File: src/rtl/alb_pkg.sv
package alb_pkg;
  localparam int unsigned ADDR_W = 2;

  typedef enum logic [ADDR_W-1:0] {
    SEL_HEAD  = 2'd0,
    SEL_FEED  = 2'd1,
    SEL_CARR  = 2'd2,
    SEL_SPARE = 2'd3
  } sel_e;
endpackage

File: src/rtl/alb_rst_sync.sv
module alb_rst_sync #(
  parameter int unsigned STAGES = 2
) (
  input  logic clk,
  input  logic rst_n,
  output logic rst_sync_n
);
  logic [STAGES-1:0] chain_q;
  logic [STAGES-1:0] chain_d;

  always_comb begin
    chain_d = {chain_q[STAGES-2:0], 1'b1};
  end

  always_ff @(posedge clk or negedge rst_n) begin
    if (!rst_n) chain_q <= '0;
    else        chain_q <= chain_d;
  end

  assign rst_sync_n = chain_q[STAGES-1];
endmodule

File: src/rtl/alb_latch.sv
module alb_latch #(
  parameter int unsigned W         = 4,
  parameter logic [W-1:0] SAFE_VAL = '0
) (
  input  logic         clk,
  input  logic         rst_n,
  input  logic         clr,
  input  logic         ld,
  input  logic [W-1:0] d,
  output logic [W-1:0] q
);
  logic [W-1:0] q_d;
  logic         q_en;

  always_comb begin
    q_en = clr | ld;
    q_d  = clr ? SAFE_VAL : d;
  end

  always_ff @(posedge clk or negedge rst_n) begin
    if (!rst_n)    q <= SAFE_VAL;
    else if (q_en) q <= q_d;
  end
endmodule

File: src/rtl/alb_head_gate.sv
module alb_head_gate #(
  parameter int unsigned W = 9
) (
  input  logic         fire_n,
  input  logic         init_n,
  input  logic [W-1:0] pattern,
  output logic [W-1:0] pins
);
  logic pass;

  always_comb begin
    pass = ~fire_n & init_n;
    pins = pattern & {W{pass}};
  end
endmodule

File: src/rtl/actuator_latch_bank.sv
module actuator_latch_bank #(
  parameter int unsigned HEAD_W  = 9,
  parameter int unsigned MOTOR_W = 4,
  parameter int unsigned SYNC_N  = 2
) (
  input  logic                      clk,
  input  logic                      rst_n,
  input  logic                      init_n,
  input  logic                      fire_n,
  input  logic                      wr_en,
  input  logic [alb_pkg::ADDR_W-1:0] addr,
  input  logic [HEAD_W-1:0]         wr_data,
  output logic [HEAD_W-1:0]         rd_data,
  output logic [HEAD_W-1:0]         head_o,
  output logic [MOTOR_W-1:0]        pf_o,
  output logic [MOTOR_W-1:0]        cr_o
);
  import alb_pkg::*;

  localparam int unsigned PAD_W = HEAD_W - MOTOR_W;
  localparam int unsigned N_LATCH = 3;

  logic              rst_sync_n;
  sel_e              sel;
  logic              clr;
  logic [N_LATCH-1:0] ld;
  logic [HEAD_W-1:0] head_q;

  alb_rst_sync #(.STAGES(SYNC_N)) u_rst (
    .clk        (clk),
    .rst_n      (rst_n),
    .rst_sync_n (rst_sync_n)
  );

  always_comb begin
    sel = sel_e'(addr);
    clr = ~init_n;
    for (int i = 0; i < N_LATCH; i++) begin
      ld[i] = wr_en & init_n & (addr == i[ADDR_W-1:0]);
    end
  end

  alb_latch #(.W(HEAD_W), .SAFE_VAL('0)) u_head (
    .clk (clk), .rst_n (rst_sync_n), .clr (clr), .ld (ld[SEL_HEAD]),
    .d (wr_data), .q (head_q)
  );

  alb_latch #(.W(MOTOR_W), .SAFE_VAL('0)) u_feed (
    .clk (clk), .rst_n (rst_sync_n), .clr (clr), .ld (ld[SEL_FEED]),
    .d (wr_data[MOTOR_W-1:0]), .q (pf_o)
  );

  alb_latch #(.W(MOTOR_W), .SAFE_VAL({MOTOR_W{1'b1}})) u_carr (
    .clk (clk), .rst_n (rst_sync_n), .clr (clr), .ld (ld[SEL_CARR]),
    .d (wr_data[MOTOR_W-1:0]), .q (cr_o)
  );

  alb_head_gate #(.W(HEAD_W)) u_gate (
    .fire_n (fire_n), .init_n (init_n), .pattern (head_q), .pins (head_o)
  );

  always_comb begin
    case (sel)
      SEL_HEAD: rd_data = head_q;
      SEL_FEED: rd_data = {{PAD_W{1'b0}}, pf_o};
      SEL_CARR: rd_data = {{PAD_W{1'b0}}, cr_o};
      default:  rd_data = '0;
    endcase
  end

  assert_head_load_R1: assert property (@(posedge clk) disable iff (!rst_sync_n)
    (wr_en && addr == SEL_HEAD && init_n) |=> (head_q == $past(wr_data)));

  assert_fire_off_R2: assert property (@(posedge clk) disable iff (!rst_sync_n)
    fire_n |-> (head_o == '0));

  assert_fire_pass_R2: assert property (@(posedge clk) disable iff (!rst_sync_n)
    (!fire_n && init_n) |-> (head_o == head_q));

  assert_init_head_off_R3: assert property (@(posedge clk) disable iff (!rst_sync_n)
    !init_n |-> (head_o == '0));

  assert_init_feed_R4: assert property (@(posedge clk) disable iff (!rst_sync_n)
    !init_n |=> (pf_o == '0));

  assert_init_carr_R5: assert property (@(posedge clk) disable iff (!rst_sync_n)
    !init_n |=> (cr_o == {MOTOR_W{1'b1}}));

  assert_feed_hold_R7: assert property (@(posedge clk) disable iff (!rst_sync_n)
    (init_n && !(wr_en && addr == SEL_FEED)) |=> $stable(pf_o));

  assert_spare_ignored_R8: assert property (@(posedge clk) disable iff (!rst_sync_n)
    (init_n && wr_en && addr == SEL_SPARE) |=>
      ($stable(head_q) && $stable(pf_o) && $stable(cr_o)));
endmodule

File: config.mk
export PLATFORM = sky130hd
export DESIGN_NAME = actuator_latch_bank
export DESIGN_NICKNAME = d
export VERILOG_FILES = /design/src/rtl/alb_pkg.sv /design/src/rtl/alb_rst_sync.sv /design/src/rtl/alb_latch.sv /design/src/rtl/alb_head_gate.sv /design/src/rtl/actuator_latch_bank.sv
export SDC_FILE = /design/constraint.sdc
export NUM_CORES = 1
export LEC_CHECK = 0
export BUFFER_PORTS_ARGS = -buffer_cell sky130_fd_sc_hd__buf_2
export CAP_MARGIN = 10
export CORE_ASPECT_RATIO = 0.9
export CORE_MARGIN = 8
export CORE_UTILIZATION = 32
export DETAILED_ROUTE_END_ITERATION = 6
export PLACE_DENSITY = 0.68
export SYNTH_ARGS = -nofsm -noshare
export SYNTH_HDL_FRONTEND = slang
export SYNTH_HIERARCHICAL = 1
export SYNTH_SLANG_ARGS = --single-unit
File: constraint.sdc
create_clock -name clk -period 1.05 [get_ports clk]
set_clock_uncertainty 0.05 [all_clocks]
set_input_delay 0.105 -clock clk [delete_from_list [all_inputs] [get_ports clk]]
set_output_delay 0.105 -clock clk [all_outputs]
set_load 0.05 [all_outputs]
==> impl_metrics.py <==
metrics = {
    "yosys": {
        "seq_area_frac_synth_pct": 48.5,
        "synth_cell_type_count": 21,
        "post_synth.cell_area_avg_um2": 11.2,
        "synth_fp_nets": 104,
        "syn_std_cell_area_um2": 990,
        "synth_cells": 88,
        "syn_warnings": 6,
        "postSynthRegisterBits": 19,
    },
    "grt": {
        "grt.overflow.total": 0,
        "all_layer_global_routing_usage_pct": 12.7,
        "grt_start_max_net_pins": 18,
        "grt_pass1_vias": 1016,
        "grt_first_pass_wirelength_mm": 5.01,
        "grt_antenna_before_repair": 0,
    },
    "sta": {
        "final.period_utilization_pct": 132,
        "timing.final.ws_setup_ns": -0.340,
        "hold_violations": 0,
        "slew_violations": 0,
        "rsz0062_at_grt": "yes",
        "fmax_ghz": 0.720,
        "post-route-min-period_ns": 1.39,
        "setup_viol_count_final": 29,
        "timing.setup.tns_ns": -4.35,
    },
    "min_path": {
        "hold_path.class": "in2reg",
    },
    "floorplan": {
        "die_h_um": 68.8,
        "row_count": 19,
        "chip_width_um": 74.6,
        "core_area_um2": 3000,
        "ios": 42,
        "initial_core_util_pct": 33.0,
        "total_die_area_um2": 5130,
    },
    "power_and_ir_drop": {
        "powerDensity_nw_per_um2": 868,
        "p_leak_uw": 0.000872,
        "vdd_drop_max_mv": 0.694,
    },
    "critical_path": {
        "critPathCapture": "rd_data[1]",
        "path_class": "reg2out",
        "critPathLaunchType": "register",
        "list_of_cells_traversed_by_the_critical_path": "mux2i_2 > o2bb2ai_4 > buf_8",
        "regToRegStartpoint": "u_carr/q[3]",
        "depth_of_the_worst_register_to_register_path": 4,
        "crit_path_max_fanout": 2,
        "r2r_setup_slack_ns": -0.02,
        "cp.arrival_ns": 1.23,
        "worst-endpoint-required_ns": 0.89,
        "critPathCaptureType": "output pin",
        "cell_type_of_the_slowest_stage_on_the_worst_timing_path": "dfstp_2",
        "critical_path.max_stage_delay_ns": 0.57,
        "startpoint": "u_carr/q[1]",
        "worstReg2RegEnd": "u_carr/q[3]",
    },
    "route": {
        "detail_route.wirelength_mm": 3.18,
        "first_iter_violations": 29,
        "vias": 909,
        "wl_per_cell_um": 16.2,
        "drtPass1Iterations": 4,
        "drt-vias-per-instance": 4.64,
        "antenna_violating_nets_post_route": 0,
        "drc": 0,
    },
    "final_layout": {
        "antennaDiodeCount": 0,
        "utilization_pct": 60.4,
        "post_route_cells_drive_above_1_share_pct": 59.7,
        "layout-area-overhead-vs-synth_pct": 82.9,
        "nets": 171,
        "fillerInstances": 264,
    },
    "clock_network": {
        "total_clock_sinks": 19,
        "clkSlewWorstSetupHoldPaths_ns": 0.11,
        "clk-insertion-delay-late_ns": 0.29,
        "cts.path.max_buffers": 2,
        "tritoncts": "built",
        "cts_made_buffers": 3,
        "cts_root_buffer": "clkbuf_4",
        "cts_max_level": 1,
    },
    "outcome": {
        "status": "finished with violations",
        "violated_checks": "setup timing",
    },
    "place": {
        "gp_routability_congestion": 0.767,
        "hpwl_mm": 2.28,
        "place.port_buffers": 41,
    },
    "job": {
        "maxCapViolations": 0,
    },
}
==> cells in the mapped netlist <==
library cell,count,area share (%)
mux2i_1,17,17
dfrtp_1,15,38
nor2_1,13,4.9
and3b_1,9,8.0
and2_1,5,3.2
a211o_1,4,3.5
dfstp_2,4,11
nor2b_1,4,2.5
o2bb2ai_1,4,3.5
buf_4,2,1.5
and3_1,1,0.63
buf_1,1,0.38
buf_6,1,1.1
clkbuf_2,1,0.51
conb_1,1,0.38
inv_1,1,0.38
nand2_1,1,0.38
nor2_2,1,0.63
nor2b_4,1,1.4
nor3_1,1,0.51
nor3b_1,1,0.76
==> placed cells by master, fill, tap and decap left out, types with 3 or more instances in the layout <==
cell type	instances
buf_6	22
buf_4	17
buf_2	15
dfrtp_1	14
mux2i_1	13
nor2_1	13
buf_8	9
and3b_1	9
and2_4	5
nor2b_4	4
mux2i_2	4
o2bb2ai_4	4
a211o_1	4
dfstp_2	4
clkbuf_4	3
dlygate4sd3_1	3
==> layout make-up <==
| class | instances | area [um^2] | share of cell area [%] |
|---|---|---|---|
| Clock buffer | 4 | 26.3 | 1.45 |
| Timing Repair Buffer | 67 | 636 | 35.1 |
| Sequential cell | 19 | 482 | 26.6 |
| Tap cell | 42 | 52.6 | 2.90 |
| Inverter | 1 | 3.75 | 0.207 |
| Multi-Input combinational cell | 63 | 611 | 33.7 |
==> critical path: cells and delay by family, from the launching register on <==
kind / cells / cell delay (ns)
buffers and inverters: 1 / 0.15
AO/OA/AOI/OAI: 1 / 0.13
multiplexers: 1 / 0.09
flip-flops: 1 / 0.57
==> power by group <==
part	switching, uW	internal [uW]	total (uW)
sequential	16.1	755	772
combinational	228	201	429
clock	224	148	372
==> metrics by stage <==
| stage | instances | hold WS, ns | setup WS, ns | total power [uW] | area, um^2 |
|---|---|---|---|---|---|
| 2_1_floorplan | 88 | -0.241 | -0.234 | 1010 | 1110 |
| 3_3_place_gp | 184 | -0.161 | -0.0987 | 1120 | 1460 |
| 3_5_place_dp | 184 | -0.158 | -0.123 | 1130 | 1460 |
| 4_1_cts | 193 | 0.00684 | -0.350 | 1550 | 1740 |
| 5_1_grt | 196 | 0.00215 | -0.382 | 1640 | 1810 |
| 6_report | 196 | 0.000887 | -0.340 | 1570 | 1810 |
==> sequential cells by signal (all words and copies together), names as in the netlist <==
| signal | cells |
|---|---|
| u_rst/chain_q | 2 |
| u_feed/q | 4 |
| u_head/q | 9 |
| u_carr/q | 4 |
==> metal layers <==
| metal | GRT usage (%) | wire length (um) | vias up | share of wire, % |
|---|---|---|---|---|
| li1 | - | - | 438 | - |
| met1 | 15.4 | 1390 | 446 | 44 |
| met3 | 2.89 | 155 | 2 | 4.9 |
| met4 | 2.20 | 19 | 0 | 0.60 |
| met2 | 22.8 | 1620 | 23 | 51 |
| met5 | 0 | 0 | - | 0 |
==> worst min-delay path by stage <==
stage / slack (ns) / to / cells after the start / from
finish: 0.0009 / u_head/q[7] / 3 / wr_data[7]
global route: 0.002 / u_head/q[6] / 3 / wr_data[6]
CTS: 0.007 / u_head/q[6] / 3 / wr_data[6]
detailed placement: -0.16 / u_rst/chain_q[1] / 1 / rst_n
global placement: -0.16 / u_rst/chain_q[0] / 1 / rst_n
floorplan: -0.24 / u_rst/chain_q[0] / 0 / rst_n
==> kinds of logic (layout without fill, tap and decap cells) <==
kind of cell	Yosys count	count (layout)	share of synthesized area, %
buffers and inverters	6	72	3.92
and+or+nand+nor	37	37	22.9
muxes	17	17	17.2
other	1	1	0.379
AOI/OAI and AO/OA	8	8	7.08
DFF	19	19	48.5
==> what timing repair did <==
action | 4_1_cts | 5_1_grt
buffers inserted | 2 | 5
pin swaps | 9 | 4
endpoints found under the hold margin | 4 | 0
hold buffers | 3 | 0
setup endpoints to repair | 26 | 29
resized for setup | 66 | 14
Power figures use the tool's default switching activity.
